### config.mk
export PLATFORM = sky130hd
export DESIGN_NAME = rcu_top
export DESIGN_NICKNAME = d
export VERILOG_FILES = /design/src/rtl/rcu_pkg.sv /design/src/rtl/rcu_alloc.sv /design/src/rtl/rcu_retire_sel.sv /design/src/rtl/rcu_token_store.sv /design/src/rtl/rcu_top.sv
export SDC_FILE = /design/constraint.sdc
export NUM_CORES = 1
export LEC_CHECK = 0
export BUFFER_PORTS_ARGS = -buffer_cell sky130_fd_sc_hd__clkbuf_2
export CAP_MARGIN = 20
export CORE_MARGIN = 1.5
export CORE_UTILIZATION = 45
export CTS_BUF_LIST = sky130_fd_sc_hd__clkbuf_16
export DETAILED_ROUTE_END_ITERATION = 8
export PLACE_DENSITY_LB_ADDON = 0.15
export SLEW_MARGIN = 0
export SYNTH_ARGS = -nofsm -noshare
export SYNTH_HDL_FRONTEND = slang
export SYNTH_SLANG_ARGS = --single-unit
export TNS_END_PERCENT = 50
### constraint.sdc
create_clock -name clk -period 18.9 [get_ports clk]
set_input_delay 0.945 -clock clk [delete_from_list [all_inputs] [get_ports clk]]
set_output_delay 0.945 -clock clk [all_outputs]
set_load 0.02 [all_outputs]
### src/rtl/rcu_pkg.sv
package rcu_pkg;

  // Number of retire lanes: the per-cycle limit, or the whole buffer when the limit is zero or too large.
  function automatic int unsigned retire_lanes(input int unsigned slots, input int unsigned limit);
    return (limit == 0 || limit > slots) ? slots : limit;
  endfunction

  // Width of a slot pointer. A buffer with one slot still gets a one-bit pointer.
  function automatic int unsigned ptr_width(input int unsigned slots);
    return (slots > 1) ? $clog2(slots) : 1;
  endfunction

endpackage

### src/rtl/rcu_alloc.sv
module rcu_alloc #(
  parameter int unsigned NUM_SLOTS = 12,
  parameter int unsigned UOP_W     = 5,
  parameter int unsigned PTR_W     = 4,
  parameter int unsigned CNT_W     = 4
) (
  input  logic             clk,
  input  logic             rst_n,
  input  logic             rsv_valid,
  input  logic [UOP_W-1:0] rsv_uops,
  input  logic [CNT_W-1:0] freed_slots,
  output logic [PTR_W-1:0] tail,
  output logic [CNT_W-1:0] free_cnt,
  output logic [CNT_W-1:0] req_slots,
  output logic             avail,
  output logic             accept
);

  logic [PTR_W-1:0] tail_q, tail_d;
  logic [CNT_W-1:0] free_q, free_d;

  function automatic logic [PTR_W-1:0] wrap_add(input logic [PTR_W-1:0] p,
                                                input logic [CNT_W-1:0] n);
    logic [CNT_W:0] s;
    s = (CNT_W+1)'(p) + (CNT_W+1)'(n);
    if (s >= (CNT_W+1)'(NUM_SLOTS)) s = s - (CNT_W+1)'(NUM_SLOTS);
    return PTR_W'(s);
  endfunction

  // Capped slot request: zero micro-ops still take one slot.
  always_comb begin
    if (rsv_uops == '0)                   req_slots = CNT_W'(1);
    else if (32'(rsv_uops) > NUM_SLOTS)   req_slots = CNT_W'(NUM_SLOTS);
    else                                  req_slots = CNT_W'(rsv_uops);
  end

  assign avail  = (free_q >= req_slots);
  assign accept = rsv_valid && avail;

  always_comb begin
    tail_d = tail_q;
    free_d = free_q + freed_slots;
    if (accept) begin
      tail_d = wrap_add(tail_q, req_slots);
      free_d = free_d - req_slots;
    end
  end

  always_ff @(posedge clk or negedge rst_n) begin
    if (!rst_n) begin
      tail_q <= '0;
      free_q <= CNT_W'(NUM_SLOTS);
    end else begin
      tail_q <= tail_d;
      free_q <= free_d;
    end
  end

  assign tail     = tail_q;
  assign free_cnt = free_q;


  free_in_range_chk: assert property (@(posedge clk) disable iff (!rst_n)
    free_q <= CNT_W'(NUM_SLOTS));


  tail_hold_chk: assert property (@(posedge clk) disable iff (!rst_n)
    !accept |=> $stable(tail_q));

endmodule

### src/rtl/rcu_retire_sel.sv
module rcu_retire_sel #(
  parameter int unsigned NUM_SLOTS = 12,
  parameter int unsigned LANES     = 2,
  parameter int unsigned PTR_W     = 4,
  parameter int unsigned CNT_W     = 4
) (
  input  logic             tick,
  input  logic [PTR_W-1:0] head,
  input  logic [CNT_W-1:0] used,
  input  logic             exec_eff [NUM_SLOTS],
  input  logic [CNT_W-1:0] nslots   [NUM_SLOTS],
  output logic             lane_go  [LANES],
  output logic [PTR_W-1:0] lane_ptr [LANES],
  output logic [CNT_W-1:0] freed,
  output logic [PTR_W-1:0] head_next
);

  function automatic logic [PTR_W-1:0] wrap_add(input logic [PTR_W-1:0] p,
                                                input logic [CNT_W-1:0] n);
    logic [CNT_W:0] s;
    s = (CNT_W+1)'(p) + (CNT_W+1)'(n);
    if (s >= (CNT_W+1)'(NUM_SLOTS)) s = s - (CNT_W+1)'(NUM_SLOTS);
    return PTR_W'(s);
  endfunction

  // Walk the buffer from the oldest token. Each lane may retire only if the lane before it did.
  always_comb begin
    logic [PTR_W-1:0] ptr;
    logic [CNT_W:0]   acc;
    logic             ok;
    ptr = head;
    acc = '0;
    ok  = tick;
    for (int k = 0; k < int'(LANES); k++) begin
      lane_ptr[k] = ptr;
      lane_go[k]  = ok && (acc < (CNT_W+1)'(used)) && exec_eff[ptr];
      if (lane_go[k]) begin
        acc = acc + (CNT_W+1)'(nslots[ptr]);
        ptr = wrap_add(ptr, nslots[ptr]);
      end
      ok = lane_go[k];
    end
    freed     = CNT_W'(acc);
    head_next = ptr;
  end

endmodule

### src/rtl/rcu_token_store.sv
module rcu_token_store #(
  parameter int unsigned NUM_SLOTS = 12,
  parameter int unsigned LANES     = 2,
  parameter int unsigned IDX_W     = 8,
  parameter int unsigned PTR_W     = 4,
  parameter int unsigned CNT_W     = 4
) (
  input  logic             clk,
  input  logic             rst_n,
  input  logic             wr_en,
  input  logic [PTR_W-1:0] wr_ptr,
  input  logic [IDX_W-1:0] wr_index,
  input  logic [CNT_W-1:0] wr_slots,
  input  logic             exec_valid,
  input  logic [PTR_W-1:0] exec_token,
  input  logic             lane_go  [LANES],
  input  logic [PTR_W-1:0] lane_ptr [LANES],
  output logic             exec_eff [NUM_SLOTS],
  output logic [CNT_W-1:0] nslots   [NUM_SLOTS],
  output logic [IDX_W-1:0] index    [NUM_SLOTS]
);

  // A token's fields live in its start slot only.
  logic             start_q [NUM_SLOTS];
  logic             start_d [NUM_SLOTS];
  logic             done_q  [NUM_SLOTS];
  logic             done_d  [NUM_SLOTS];
  logic [CNT_W-1:0] nsl_q   [NUM_SLOTS];
  logic [IDX_W-1:0] idx_q   [NUM_SLOTS];
  logic             hit     [NUM_SLOTS];

  // Decode the execute report per slot. A slot number past the buffer matches nothing.
  for (genvar s = 0; s < NUM_SLOTS; s++) begin : g_hit
    assign hit[s]      = exec_valid && (32'(exec_token) == s) && start_q[s];
    assign exec_eff[s] = done_q[s] || hit[s];
    assign nslots[s]   = nsl_q[s];
    assign index[s]    = idx_q[s];
  end

  // Apply the execute report first, then clear retired tokens, then write the new reservation.
  always_comb begin
    for (int s = 0; s < int'(NUM_SLOTS); s++) begin
      start_d[s] = start_q[s];
      done_d[s]  = exec_eff[s];
    end
    for (int k = 0; k < int'(LANES); k++) begin
      if (lane_go[k]) begin
        start_d[lane_ptr[k]] = 1'b0;
        done_d[lane_ptr[k]]  = 1'b0;
      end
    end
    if (wr_en) begin
      start_d[wr_ptr] = 1'b1;
      done_d[wr_ptr]  = 1'b0;
    end
  end

  always_ff @(posedge clk or negedge rst_n) begin
    if (!rst_n) begin
      for (int s = 0; s < int'(NUM_SLOTS); s++) begin
        start_q[s] <= 1'b0;
        done_q[s]  <= 1'b0;
      end
    end else begin
      for (int s = 0; s < int'(NUM_SLOTS); s++) begin
        start_q[s] <= start_d[s];
        done_q[s]  <= done_d[s];
      end
    end
  end

  // Payload registers carry no reset. They are read only where start_q is set.
  always_ff @(posedge clk) begin
    if (wr_en) begin
      nsl_q[wr_ptr] <= wr_slots;
      idx_q[wr_ptr] <= wr_index;
    end
  end

  for (genvar k = 0; k < LANES; k++) begin : g_lane_chk

    lane_on_token_chk: assert property (@(posedge clk) disable iff (!rst_n)
      lane_go[k] |-> start_q[lane_ptr[k]]);
  end

  for (genvar s = 0; s < NUM_SLOTS; s++) begin : g_slot_chk

    done_needs_token_chk: assert property (@(posedge clk) disable iff (!rst_n)
      done_q[s] |-> start_q[s]);
  end

endmodule

### src/rtl/rcu_top.sv
module rcu_top
  import rcu_pkg::*;
#(
  parameter int unsigned NUM_SLOTS  = 12,
  parameter int unsigned MAX_RETIRE = 2,
  parameter int unsigned IDX_W      = 8,
  parameter int unsigned UOP_W      = 5,
  localparam int unsigned LANES     = retire_lanes(NUM_SLOTS, MAX_RETIRE),
  localparam int unsigned PTR_W     = ptr_width(NUM_SLOTS)
) (
  input  logic                   clk,
  input  logic                   rst_n,
  input  logic                   rsv_valid,
  input  logic [IDX_W-1:0]       rsv_index,
  input  logic [UOP_W-1:0]       rsv_uops,
  output logic [PTR_W-1:0]       rsv_token,
  output logic                   rsv_avail,
  input  logic                   exec_valid,
  input  logic [PTR_W-1:0]       exec_token,
  input  logic                   tick,
  output logic [LANES-1:0]       ret_valid,
  output logic [LANES*IDX_W-1:0] ret_index,
  output logic                   full,
  output logic                   empty
);

  localparam int unsigned CNT_W = $clog2(NUM_SLOTS + 1);

  initial begin
    if (NUM_SLOTS < 1) $error("rcu_top: NUM_SLOTS must be at least 1");
  end

  logic [PTR_W-1:0] tail, head_q, head_d, head_next;
  logic [CNT_W-1:0] free_cnt, req_slots, freed, used;
  logic             accept;
  logic             exec_eff [NUM_SLOTS];
  logic [CNT_W-1:0] nslots   [NUM_SLOTS];
  logic [IDX_W-1:0] index    [NUM_SLOTS];
  logic             lane_go  [LANES];
  logic [PTR_W-1:0] lane_ptr [LANES];
  logic [LANES-1:0]       rv_q, rv_d;
  logic [LANES*IDX_W-1:0] ri_q, ri_d;

  rcu_alloc #(.NUM_SLOTS(NUM_SLOTS), .UOP_W(UOP_W), .PTR_W(PTR_W), .CNT_W(CNT_W)) u_alloc (
    .clk         (clk),
    .rst_n       (rst_n),
    .rsv_valid   (rsv_valid),
    .rsv_uops    (rsv_uops),
    .freed_slots (freed),
    .tail        (tail),
    .free_cnt    (free_cnt),
    .req_slots   (req_slots),
    .avail       (rsv_avail),
    .accept      (accept)
  );

  assign used = CNT_W'(NUM_SLOTS) - free_cnt;

  rcu_retire_sel #(.NUM_SLOTS(NUM_SLOTS), .LANES(LANES), .PTR_W(PTR_W), .CNT_W(CNT_W)) u_sel (
    .tick      (tick),
    .head      (head_q),
    .used      (used),
    .exec_eff  (exec_eff),
    .nslots    (nslots),
    .lane_go   (lane_go),
    .lane_ptr  (lane_ptr),
    .freed     (freed),
    .head_next (head_next)
  );

  rcu_token_store #(.NUM_SLOTS(NUM_SLOTS), .LANES(LANES), .IDX_W(IDX_W),
                    .PTR_W(PTR_W), .CNT_W(CNT_W)) u_store (
    .clk        (clk),
    .rst_n      (rst_n),
    .wr_en      (accept),
    .wr_ptr     (tail),
    .wr_index   (rsv_index),
    .wr_slots   (req_slots),
    .exec_valid (exec_valid),
    .exec_token (exec_token),
    .lane_go    (lane_go),
    .lane_ptr   (lane_ptr),
    .exec_eff   (exec_eff),
    .nslots     (nslots),
    .index      (index)
  );

  // Build the next retire event from the lanes that fire in this cycle.
  always_comb begin
    head_d = head_next;
    for (int k = 0; k < int'(LANES); k++) begin
      rv_d[k]                = lane_go[k];
      ri_d[k*IDX_W +: IDX_W] = lane_go[k] ? index[lane_ptr[k]] : '0;
    end
  end

  always_ff @(posedge clk or negedge rst_n) begin
    if (!rst_n) begin
      head_q <= '0;
      rv_q   <= '0;
      ri_q   <= '0;
    end else begin
      head_q <= head_d;
      rv_q   <= rv_d;
      ri_q   <= ri_d;
    end
  end

  assign rsv_token = tail;
  assign ret_valid = rv_q;
  assign ret_index = ri_q;
  assign full      = (free_cnt == '0);
  assign empty     = (free_cnt == CNT_W'(NUM_SLOTS));


  full_empty_excl_chk: assert property (@(posedge clk) disable iff (!rst_n)
    !(full && empty));


  lanes_packed_chk: assert property (@(posedge clk) disable iff (!rst_n)
    ((ret_valid & (ret_valid + 1'b1)) == '0));


  retire_after_tick_chk: assert property (@(posedge clk) disable iff (!rst_n)
    !tick |=> (ret_valid == '0));

endmodule

Word-level counts from Yosys, hierarchy flattened. Memories as Yosys holds them, arrays and structs flattened. Cells that the tools add are included.

Multiplexer cells: 44. Add/sub/neg operators: 10. Shifts and indexed selects: 0. Multiply operators: 0. Div/mod/pow operators: 0. Reduce and logical (&&, ||, !) cells: 47. Eq/ne operators: 12. Bitwise gates (word level): 12. Magnitude comparators: 13.

Operators with widths (number): 2-to-1 mux 12 bit (6); binary-select mux 8 bit (select 4 bit) (2); bitwise AND 12 bit (5); 2-to-1 mux 4 bit (14); 2-to-1 mux 8 bit (6); inverter 12 bit (3); binary-select mux 4 bit (select 4 bit) (2); logical AND 1 bit (32); equality test 4 bit (second input constant) (5); equality test 4 x 3 -> 1 bit (second input constant) (4); adder 4 x 4 -> 5 bit (3); greater-or-equal comparator 5 x 4 -> 1 bit (second input constant) (3); greater-or-equal comparator 5 bit (second input constant) (3); < comparator 5 x 1 -> 1 bit (second input constant) (3); inverter 4 -> 5 bit (3); demux 1 bit (select 4 bit) (3); logical OR 1 bit (12); bitwise OR 12 bit (1); subtractor 4 bit (second input constant) (3); 2-to-1 mux 1 bit (9); adder 4 bit (2); binary-select mux 1 bit (select 4 bit) (2); equality test 4 x 2 -> 1 bit (second input constant) (2); logical NOT 4 bit (2); other kinds (8) (8).

RAM bits: 144. Output and inout bits: 25. Flip-flop bits (word level): 54. Memory bits (read-only): 0. Latch bits: 0. Memories kept: 2.

Memory list: u_store.idx_q (words 12, bits a word 8, read ports 12, clocked after Yosys merged registers in 0, wr ports 1, line rcu_token_store.sv:29) `logic [IDX_W-1:0] idx_q [NUM_SLOTS];`; u_store.nsl_q (words 12, bits a word 4, read ports 12, clocked after Yosys merged registers in 0, wr ports 1, line rcu_token_store.sv:28) `logic [CNT_W-1:0] nsl_q [NUM_SLOTS];`.

Logic depth before layout (Yosys ltp).
Word-level depth: 19. Gate-level depth with buffers: 36. Gate-level depth less buffers: 32.

By module. Synthesis repeated with hierarchy kept, for this count alone.

Cell total of the unflattened synthesis: 801. Area, all modules: 10627.7 um^2.

By module, submodules not included: rcu_token_store (cells each 269, times used 1, area an instance 5582.9 um^2, seq. area each 4924.7 um^2); rcu_top (cells each 220, times used 1, area an instance 2321.0 um^2, seq. area each 550.5 um^2); rcu_retire_sel (cells each 222, times used 1, area an instance 1898.1 um^2, seq. area each 0.0 um^2); rcu_alloc (cells each 90, times used 1, area an instance 825.8 um^2, seq. area each 202.7 um^2).

Least setup slack after synthesis. Ideal clock, no wire load.

Path type: reg-to-reg. Start point: register head_q[0]. End point: register u_alloc.free_q[3], in the netlist u_alloc.free_cnt[3]. Library setup time: 0.075 ns. Data required time: 18.825 ns. Path slack: 11.736 ns. Arrival: 7.088 ns. Stages on the path, launching flop included: 36. Buffers on the path: 5. Cell sequence: dfrtp_1 > buf_2 > buf_2 > buf_1 > mux4_2 > mux2i_1 > o21ai_0 > ha_1 > a21o_1 > a21oi_1 > xnor2_1 > ha_1 > a21oi_1 > a31oi_1 > o211ai_1 > o21a_1 > clkbuf_1 > and2_0 > clkbuf_1 > nand2_1 > o21ai_0 > ha_1 > inv_1 > fa_1 > nor2_1 > a21oi_1 > fa_1 > inv_1 > ha_1 > a21o_1 > a21oi_1 > xnor2_1 > nor2_1 > xnor2_1 > xnor2_1 > xnor2_1.

Cells in the longest elaborated chain, start to end: 17. Elaborated cells on any way between the ends: 29. Classes of those cells: 5 x add/sub; 2 x order compare; 17 x mux; 2 x bitwise; 3 x reduce/logical.

Ends and longest elaborated chain: from (decl) (line rcu_top.sv:33) `logic [PTR_W-1:0] tail, head_q, head_d, head_next;`; from (signal assigned) (line rcu_top.sv:99) `head_q <= '0;`; from (signal assigned) (line rcu_top.sv:103) `head_q <= head_d;`; inverter 4 -> 5 bit (implied by the code) (line rcu_retire_sel.sv:36, rcu_retire_sel.sv:38, rcu_retire_sel.sv:39); binary-select mux 4 bit (select 4 bit) (line rcu_retire_sel.sv:38, rcu_retire_sel.sv:39); 2-to-1 mux 4 bit (implied by the code) (2 in series) (line rcu_retire_sel.sv:38, rcu_retire_sel.sv:39); adder 4 x 4 -> 5 bit (line rcu_retire_sel.sv:21) `s = (CNT_W+1)'(p) + (CNT_W+1)'(n);`; subtractor 4 bit or greater-or-equal comparator 5 x 4 -> 1 bit (tied branches) (line rcu_retire_sel.sv:22) `if (s >= (CNT_W+1)'(NUM_SLOTS)) s = s - (CNT_W+1)'(NUM_SLOTS);`; 2-to-1 mux 4 bit (line rcu_retire_sel.sv:22); 2-to-1 mux 4 bit (line rcu_retire_sel.sv:37) `if (lane_go[k]) begin`; inverter 4 -> 5 bit (implied by the code) (line rcu_retire_sel.sv:36, rcu_retire_sel.sv:38); binary-select mux 4 bit (select 4 bit) or binary-select mux 1 bit (select 4 bit) (tied branches) (line rcu_retire_sel.sv:38, rcu_retire_sel.sv:36); 2-to-1 mux 4 bit (implied by the code) or 2-to-1 mux 1 bit (tied branches) (2 in series) (line rcu_retire_sel.sv:38, rcu_retire_sel.sv:36); adder 4 bit or logical AND 1 bit (tied branches) (line rcu_retire_sel.sv:38, rcu_retire_sel.sv:36); 2-to-1 mux 4 bit * (line rcu_retire_sel.sv:37); adder 4 bit * (line rcu_alloc.sv:42) `free_d = free_q + freed_slots;`; subtractor 4 bit (line rcu_alloc.sv:45) `free_d = free_d - req_slots;`; 2-to-1 mux 4 bit * (line rcu_alloc.sv:43) `if (accept) begin`; named net u_alloc.free_d[3] (line rcu_alloc.sv:20) `logic [CNT_W-1:0] free_q, free_d;`; to (signal assigned) (line rcu_alloc.sv:52) `free_q <= CNT_W'(NUM_SLOTS);`; to (signal assigned) (line rcu_alloc.sv:55) `free_q <= free_d;`; to (decl) (line rcu_alloc.sv:20).

Mark *: on every way through the listed nets, which the timed path passes. The rest lies on a longest branch. The select of a mux whose other input is x is not followed. A chain may end at the register's enable or synchronous reset.

Worst setup path in the final report. Same ends and word-level chain as after synthesis.

==> results.toml <==
[detailed_routing]
drtPass1Iterations = 5
via_per_inst = 6.05
drt_iter0_drc = 963
drc = 0
routed_wl_mm = 29.0
postRouteAntennaNets = 0
wire_per_inst_um = 22.9
vias = 7655

[placement]
gp_congestion = 0.901
io_buffers = 46
place_hpwl_mm = 18.4
pre_cts_ws_ns = 10.57

[yosys]
yosysWarnings = 0
ys_seq_area_share_pct = 53.2
synth-seq-cells = 198
synth.area.top_cells = "edfxtp_1, dfrtp_1, mux4_2"
avgSynthCellArea_sq_um = 12.0
syn-instance-count = 892
synth_edf_count = 144
netlist_area_sq_um = 10700
synth_top_area_share_pct = 40.5
ys_types = 67
yosys.area.top_type = "edfxtp_1"
async_reset_ff_share_pct = 27.3
synth_nets = 952
synth_ff_type = "edfxtp_1"

[cts]
cts_sinks = 198
cts_resized = 0
root_buffer = "clkbuf_16"
post-cts-setup-buffer-count = 0
clk_pin_slew_ns = 0.07
cts_buffers = 17
hold_buffers = 0
htreeDepth = 4
cts_tree = "done"
cts_max_path_buffers = 2
clock_latency_ns = 0.44

[job]
cap_viol_max_count = 0

[finish]
final_nets = 993
mostFrequentLayoutCell = "edfxtp_1"
fillers = 2030
final_cell_mix = "edfxtp_1, nand2_1, nor2_1"
drive_above_1_share_pct = 18.1
multi_input_area_sq_um = 4680
diodes = 0
area_growth_pct = 11.5
regArea_sq_um = 5680

[timing]
fmax_mhz = 120
worst_pin_slew_ns = 1.14
fin_ws_ns = 10.58
grt_setup_unrepaired = "false"
setup_viol = 0
finClkSkew_ns = 0.0135
slew_violations = 0
finalCriticalPeriod_ns = 8.32
slew_headroom_pct = 24.0
hold_viol_final = 0
finalSetupTns_ns = 0
finalCritPeriodShare_pct = 44.0

[floorplan]
dieArea_sq_um = 24600
coreArea_sq_um = 23300
start_util_pct = 45.7
ioPinCount = 47
die_h_um = 157
die_w_um = 157
placementRows = 56

[grt]
grt_overflow = 0
grt_first_pass_wirelength_mm = 44.4
first_global_vias = 7502
antenna_found_initial = 0
grtUsageTotal_pct = 24.7
grt_max_degree = 56

[power_and_ir_drop]
p_int_mw = 1.25
p_seq_share_pct = 25.2
cellPowerDensity_nw_per_um2 = 196
switching_share_pct = 46.4
pwr-share-comb_pct = 59.2
power.leakage_nw = 4.57
max-vdd-ir-drop_mv = 0.0923
clock_power_share_pct = 15.6
p_switching_mw = 1.08

[hold_path]
hold_path.class = "flip-flop to flip-flop"
min_to = "u_store.start_q[9]"
hold_depth = 1
hold_path_startpoint = "u_store.start_q[9]"

[worst_setup_path]
start_kind = "flip-flop"
slowest_stage = "dfrtp_2"
worst_path_largest_cell_delay_ns = 0.77
cp-end-kind = "flip-flop"
r2r_end = "u_alloc.free_cnt[3]"
arrival_ns = 8.69
rr_startpoint = "head_q[0]"
required_ns = 19.27
critical_path.max_fanout = 55
reg2reg_slack_ns = 10.58
path_class = "flip-flop to flip-flop"
crit_top_cell = "xnor2_1"
ff2ff_path_depth = 28

[status]
status = "finished clean"
[registers in the layout (all words and copies together) (netlist names)]
register / count
u_alloc.free_cnt: 4
ret_index: 16
u_store.start_q: 12
u_store.nsl_q: 48
u_alloc.tail: 4
u_store.idx_q: 96
head_q: 4
u_store.done_q: 12
ret_valid: 2
[power by group through the flow]
stage / Combinational [mW] / Clock [mW] / Sequential, mW
after floorplan: 1.01 / 0 / 0.584
after detailed placement: 1.37 / 0 / 0.597
final: 1.38 / 0.364 / 0.588
after CTS: 1.37 / 0.370 / 0.589
after global routing: 1.53 / 0.385 / 0.597
after global placement: 1.35 / 0 / 0.596
[routing by layer]
| metal | routed length, um | vias up | track usage [%] |
|---|---|---|---|
| met3 | 2010 | 45 | 3.63 |
| met4 | 655 | 0 | 8.25 |
| met2 | 13400 | 321 | 38.2 |
| met5 | 0 | - | 0 |
| li1 | - | 3458 | - |
| met1 | 13000 | 3831 | 35.6 |
[synthesized netlist by cell type, types with 11 or more instances]
cell	instances
dfrtp_1	52
buf_1	11
edfxtp_1	144
nand3_1	62
nand2_1	107
and3_1	14
nor2_1	66
ha_1	32
mux2i_1	22
nor3_1	11
a31oi_1	18
a21o_1	17
mux4_2	46
o21ai_0	30
xnor2_1	15
inv_1	26
a21oi_1	32
buf_2	15
clkbuf_1	21
[through the flow]
stage / hold WS, ns / instance area [sq um] / power [mW] / cells / util, %
2_1_floorplan: 0.442 / 10700 / 1.60 / 892 / -
3_3_place_gp: 0.469 / 11300 / 1.95 / 1232 / 48.4
3_5_place_dp: 0.473 / 11300 / 1.96 / 1232 / 48.4
4_1_cts: 0.500 / 11900 / 2.33 / 1264 / 50.9
5_1_grt: 0.511 / 11900 / 2.51 / 1265 / 51.0
6_report: 0.487 / 11900 / 2.33 / 1265 / 51.0
[critical path, delay by kind of cell, from the launching register on]
family	cells	cell delay, ns
buffers and inverters	7	2.47
adder cells (fa/ha/maj)	4	1.31
AO/OA/AOI/OAI	5	1.12
AND/OR/NAND/NOR	6	1.07
multiplexers	2	0.80
flip-flops	1	0.77
XOR/XNOR	4	0.62
[final cells by class]
type,count,share of cell area (%)
repair buffers,71,3.58
inverters,30,0.957
clock buffers,17,3.58
flip-flops and latches,198,47.8
clock inverters,15,1.40
multi-input cells,615,39.4
well taps,319,3.36
[worst max-delay path by stage]
stage | slack [ns] | to | from
global route | 9.96 | u_alloc.free_cnt[3] | head_q[0]
finish | 10.58 | u_alloc.free_cnt[3] | head_q[0]
floorplan | 11.74 | u_alloc.free_cnt[3] | head_q[0]
global placement | 10.70 | u_alloc.free_cnt[3] | head_q[0]
detailed placement | 10.57 | u_alloc.free_cnt[3] | head_q[0]
CTS | 10.53 | u_alloc.free_cnt[3] | head_q[0]
[cell families (layout without fill, tap and decap cells)]
kind of cell	Yosys count	in the layout	synth area share, %
AO/OA/AOI/OAI	168	168	10.6
flip-flops	198	198	53.2
multiplexers	75	75	12.5
XOR/XNOR	17	17	1.40
adder cells (fa/ha/maj)	38	38	4.88
AND/OR/NAND/NOR	317	317	14.3
buffers and inverters	79	133	3.07
Note: power is estimated with default switching activity, not from simulation.
